**src/rtl/hsup_pkg.sv**
```systemverilog
package hsup_pkg;
    localparam int RES_W = 2;

    typedef enum logic [RES_W-1:0] {
        RES_NONE   = 2'b00,
        RES_NORMAL = 2'b01,
        RES_HOT    = 2'b10,
        RES_RSVD   = 2'b11
    } res_e;

    typedef struct packed {
        logic sw;
        logic volt;
        logic curr;
        res_e res;
    } obs_t;

    typedef struct packed {
        logic running;
        logic failing;
        logic hot;
    } status_t;

    function automatic logic res_present(res_e r);
        return (r == RES_NORMAL) || (r == RES_HOT);
    endfunction
endpackage

```
**src/rtl/hsup_req_mem.sv**
```systemverilog
module hsup_req_mem (
    input  logic clk,
    input  logic rst,
    input  logic on_req,
    input  logic off_req,
    output logic sw_q
);
    always_ff @(posedge clk) begin
        if (rst)          sw_q <= 1'b0;
        else if (on_req)  sw_q <= 1'b1;
        else if (off_req) sw_q <= 1'b0;
    end
endmodule

```
**src/rtl/hsup_classify.sv**
```systemverilog
module hsup_classify
    import hsup_pkg::*;
(
    input  obs_t    obs,
    output status_t stat
);
    logic mismatch;
    logic healthy;

    always_comb begin
        mismatch = (obs.volt != obs.sw)
                 | (obs.curr != obs.volt)
                 | (obs.sw & ~res_present(obs.res));
        healthy  = obs.sw & obs.volt & obs.curr & res_present(obs.res) & ~mismatch;
        stat.failing = mismatch;
        stat.running = healthy;
        stat.hot     = healthy & (obs.res == RES_HOT);
    end
endmodule

```
**src/rtl/unit_health_sup.sv**
```systemverilog
module unit_health_sup
    import hsup_pkg::*;
(
    input  logic             clk,
    input  logic             rst,
    input  logic             on_req,
    input  logic             off_req,
    input  logic             volt_obs,
    input  logic             curr_obs,
    input  logic [RES_W-1:0] result_in,
    output logic             volt_cmd,
    output logic             running,
    output logic             failing,
    output logic             hot_spot
);
    logic    sw_q;
    obs_t    obs_now;
    status_t stat_next;
    status_t stat_q;

    hsup_req_mem u_mem (
        .clk     (clk),
        .rst     (rst),
        .on_req  (on_req),
        .off_req (off_req),
        .sw_q    (sw_q)
    );

    always_comb begin
        obs_now.sw   = sw_q;
        obs_now.volt = volt_obs;
        obs_now.curr = curr_obs;
        obs_now.res  = res_e'(result_in);
    end

    hsup_classify u_cls (
        .obs  (obs_now),
        .stat (stat_next)
    );

    always_ff @(posedge clk) begin
        if (rst) stat_q <= '0;
        else     stat_q <= stat_next;
    end

    assign volt_cmd = sw_q;
    assign running  = stat_q.running;
    assign failing  = stat_q.failing;
    assign hot_spot = stat_q.hot;
endmodule

```
**config.mk**
```make
export PLATFORM = sky130hd
export DESIGN_NAME = unit_health_sup
export DESIGN_NICKNAME = d
export VERILOG_FILES = /design/src/rtl/hsup_pkg.sv /design/src/rtl/hsup_req_mem.sv /design/src/rtl/hsup_classify.sv /design/src/rtl/unit_health_sup.sv
export SDC_FILE = /design/constraint.sdc
export NUM_CORES = 1
export LEC_CHECK = 0
export CAP_MARGIN = 25
export CORE_AREA = 4 4 41 43
export CTS_CLUSTER_DIAMETER = 150
export DETAILED_ROUTE_END_ITERATION = 6
export DIE_AREA = 0 0 45 47
export HOLD_SLACK_MARGIN = 0.12
export SKIP_LAST_GASP = 1
export SYNTH_ARGS = -nofsm -noshare
export SYNTH_HDL_FRONTEND = slang
export SYNTH_SLANG_ARGS = --single-unit
export TNS_END_PERCENT = 20
```
**constraint.sdc**
```tcl
create_clock -name clk -period 1.42 [get_ports clk]
set_input_delay 0.284 -clock clk [delete_from_list [all_inputs] [get_ports clk]]
set_output_delay 0.284 -clock clk [all_outputs]
set_load 0.01 [all_outputs]
```
== Yosys cells after proc, flatten, opt, wreduce, memory -nomap -nowiden ==
Cells that the tools add are included.
Word-level totals
  flip-flop bits (word level): 4
  input port bits: 8
  output and inout port bits: 4
  word-level logic and storage cells: 22
Cells by class
  eq/ne operators: 4
  muxes and demuxes: 2
  bitwise operators: 10
  reduce and logical (&&, ||, !) cells: 2
Operator list (number)
  1-bit bitwise AND: 6
  2-bit by 1-bit equality test with 1-bit output, second input constant: 1
  2-bit equality test, second input constant: 1
  1-bit 2-to-1 mux: 2
  1-bit != test: 2
  1-bit inverter: 2
  1-bit bitwise OR: 2
  2-bit nonzero test: 1
  1-bit logical OR: 1

== Logic depth before layout (Yosys ltp) ==
  depth in word-level cells: 8
  gate-level depth with buffers: 4

== Modules after synthesis ==
A second synthesis with hierarchy kept.
Second synthesis, totals
  cells, all modules: 21
  area total of the unflattened synthesis: 203.9 um^2
By module, submodules not included
  hsup_classify: times used 1, cells each 11, area each 86.3 um^2, seq. area each 0.0 um^2
  unit_health_sup: times used 1, cells each 6, area each 78.8 um^2, seq. area each 60.1 um^2
  hsup_req_mem: times used 1, cells each 4, area each 38.8 um^2, seq. area each 20.0 um^2

== Least setup slack after synthesis ==
Ideal clock, no wire load.
  path kind: register to register
  start: register u_mem.sw_q
  end: register stat_q, in the netlist hot_spot
  arrival: 915 ps
  required time: 1333 ps
  slack: 418 ps
  stages on the path, launching flop included: 3
  period minus slack after synthesis: 1002 ps
  cell sequence: dfxtp_1 ha_1 nor4b_2
On the way
  cells in the longest elaborated chain, start to end: 6
  elaborated cells between the ends (all ways): 10
  those cells by class: 1 x eq/ne; 9 x bitwise
RTL lines
  from (decl): line hsup_req_mem.sv:6  | output logic sw_q
  from (signal assigned): line hsup_req_mem.sv:9  | if (rst) sw_q <= 1'b0;
  from (signal assigned): line hsup_req_mem.sv:10  | else if (on_req) sw_q <= 1'b1;
  from (signal assigned): line hsup_req_mem.sv:11  | else if (off_req) sw_q <= 1'b0;
  1-bit != test: line hsup_classify.sv:11  | mismatch = (obs.volt != obs.sw)
  1-bit bitwise OR: line hsup_classify.sv:12  | | (obs.curr != obs.volt)
  1-bit bitwise OR: line hsup_classify.sv:13  | | (obs.sw & ~res_present(obs.res));
  1-bit inverter: line hsup_classify.sv:14  | healthy = obs.sw & obs.volt & obs.curr & res_present(obs.res) & ~mismatch;
  1-bit bitwise AND *: line hsup_classify.sv:14
  1-bit bitwise AND *: line hsup_classify.sv:17  | stat.hot = healthy & (obs.res == RES_HOT);
  to (signal assigned): line unit_health_sup.sv:43  | else stat_q <= stat_next;
  to (decl): line unit_health_sup.sv:19  | status_t stat_q;
Mark *: on every way between the ends. The rest lies on a longest branch, timed or not.
A chain may end at the register's enable or synchronous reset.

== Worst setup path in the final report ==
  start: register stat_q, in the netlist failing
  end: output failing
RTL lines
  to (decl): line unit_health_sup.sv:13  | output logic failing,
No word-level cell between the ends.

==> results.txt <==
Cells after DPL: 43
Post-Layout Cell Count: 46
Worst-path maximum fanout: 1
Top-count cell post-synth: dfxtp_1
Final setup skew: 0.000553 ns
Fin crit share: 94.3%
Fin Setup TNS: 0 ns
RSZ-0062 raised after global routing: no
Worst R2R Start: u_mem.sw_q
Antenna violations before repair: 0
Top FF cell, synth: dfxtp_1
Yosys warning total: 0
Final core occ: 26.4%
GRT Overall Usage: 5.37%
Vias: 158
Cell Area, Synth: 186 um^2
Cell Pwr Density: 933 mW/mm^2
Crit-path slowest cell: clkdlybuf4s50_1
Vias/cell: 3.43
Die Y-Extent: 47 um
Max Slew Vio Count: 0
Final WL: 405 um
Mapped Avg Cell Area: 11.7 um^2
DP HPWL: 316 um
CTS tree: built
Gpl congestion: 0.729
Highest Clock Rate: 747 MHz
Router iterations before antenna repair: 3
Ranking of synthesized cells by area: dfxtp_1 (43%), ha_1 (13%), nand4b_4 (13%)
R2R depth: 2
Worst hold path stage count: 2
Hold bufs inserted after CTS: 0
Critical path cell sequence: clkdlybuf4s50_1
Async SR Flop Fraction: 0%
Cell variety after synth: 9
Htree depth: 1
Rel. slew slack: 87.5%
Worst-Margin Slew: 0.187 ns
Final worst path period need: 1.34 ns
Setup CP Type: register to output port
EDFF count, synth: 0
Vias in the first global route: 172
Fin. Hold Viols: 0
Post-route ant nets: 0
Final setup fails: 0
CTS sink cnt: 4
Skew-Pair Late Insertion Delay: 0.23 ns
Max Cap Viol: 0
Initial Util: 14.3%
CP peak stage delay: 0.53 ns
Outcome: completed
Core footprint: 0.00130 mm^2
Post-synthesis sequential area ratio: 43.0%
Critical Path AT: 1.06 ns
Count of standard-cell rows: 13
Net Count, Synth: 26
Area of the multi-input gates: 98.8 um^2
WL/cell: 8.80 um
Synth area leader: dfxtp_1
Full die area: 0.00212 mm^2
Post-DP Area: 323 um^2
Hold path endpoint: u_mem.sw_q
Root buf cell: clkbuf_4
First-pass GRT wire length: 690 um
Share of cells above drive strength 1: 19.4%
VDD IR max: 437 uV
Register area: 80.1 um^2
#FFs+latches synth: 4
LEAKAGE: 0.154 nW
Ports: 12
Hold Slack: 0.515 ns
Top cells by count, synth: dfxtp_1 (4), a21oi_1 (3), ha_1 (2), inv_1 (2)
Largest net degree at the start of global routing: 5
Crit path max-delay family: buffers and inverters
CP bufs+invs: 1
Final Net Count: 43
Finished Cell Area: 344 um^2
Clock transition at the registers of the reported paths: 0.04 ns
Fill count: 150
Count of port buffers added during placement: 11
Area growth syn-to-layout: 84.6%
Horiz. Die Dim: 45 um
Reg2reg setup slack: 0.41 ns
Initial drt markers: 1
ANT cells: 0
Grt ovf: 0
Reg2reg end: hot_spot
Max Buffers Root-to-Sink: 2
DRC: 0
Critical Path End Type: output port
Beginning of the worst hold path: u_mem.sw_q
Min-Delay Path Class: register to register
Share of the synthesized area in the top cell type: 43.0%
Startpoint Class: register
Num CTS Buffers: 3
CP Data Required Time: 1.14 ns
Cells after synthesis: 16
==> cells in the final DEF, fill, tap and decap left out, drive strengths merged <==
cell type,instances
clkdlybuf4s50,10
dfxtp,4
a21oi,3
clkbuf,3
inv,2
ha,2
xnor2,1
nand4b,1
nor4b,1
nand2b,1
nor3,1
dlygate4sd2,1
buf,1
==> per-stage QoR <==
stage                     worst slack, ns  total power, W
final                              0.0804        0.000321
after global routing               0.0385        0.000346
after CTS                          0.0595        0.000332
after detailed placement          -0.0301        0.000182
after global placement            -0.0261        0.000182
after floorplan                     0.418        0.000145
==> worst max-delay path by stage <==
stage	startpoint	to	slack [ns]	depth (start not counted)
2_1_floorplan	u_mem.sw_q	hot_spot	0.42	2
3_3_place_gp	result_in[0]	failing	-0.03	5
3_5_place_dp	result_in[0]	failing	-0.03	5
4_1_cts	failing	failing	0.06	1
5_1_grt	running	running	0.04	1
6_report	failing	failing	0.08	1
==> repair_timing <==
item | in CTS | in global routing
endpoints found under the setup margin | 1 | 0
resized for setup | 1 | 0
buffers inserted | 0 | 0
==> sequential cells by signal (all words and copies together) (netlist names) <==
name	flops
hot_spot	1
failing	1
running	1
u_mem.sw_q	1
==> where the power goes <==
part	switching [W]	internal, W	leakage (nW)
combinational	0.0000215	0.0000369	0.108
sequential	0.00000252	0.000118	0.0329
clock	0.0000478	0.0000946	0.0138
total	0.0000718	0.000249	0.154
==> kinds of logic (layout without fill, tap and decap cells) <==
kind of cell | count (synthesis) | after routing | synth area share [%]
DFF | 4 | 4 | 43.0
adders and majority gates | 2 | 2 | 13.4
AOI/OAI and AO/OA | 3 | 3 | 8.05
xor gates and xnor gates | 1 | 1 | 4.70
and+or+nand+nor | 4 | 4 | 26.8
buffers and inverters | 2 | 17 | 4.03
==> metal layers <==
metal / routed length, um / part of all wire (%) / GRT usage, %
met4: 0 / 0 / 3.51
met1: 197 / 49 / 5.00
met5: 0 / 0 / 0
met3: 57 / 14 / 6.90
met2: 149 / 37 / 6.21
==> layout make-up <==
| cell class | instances | share of cell area [%] |
|---|---|---|
| timing repair buffer | 12 | 33.8 |
| multi-input combinational | 10 | 28.7 |
| sequential | 4 | 23.3 |
| clock buffer | 3 | 6.55 |
| tap | 15 | 5.45 |
| inverter | 2 | 2.18 |
No activity file was read; power rests on OpenSTA's default activity.
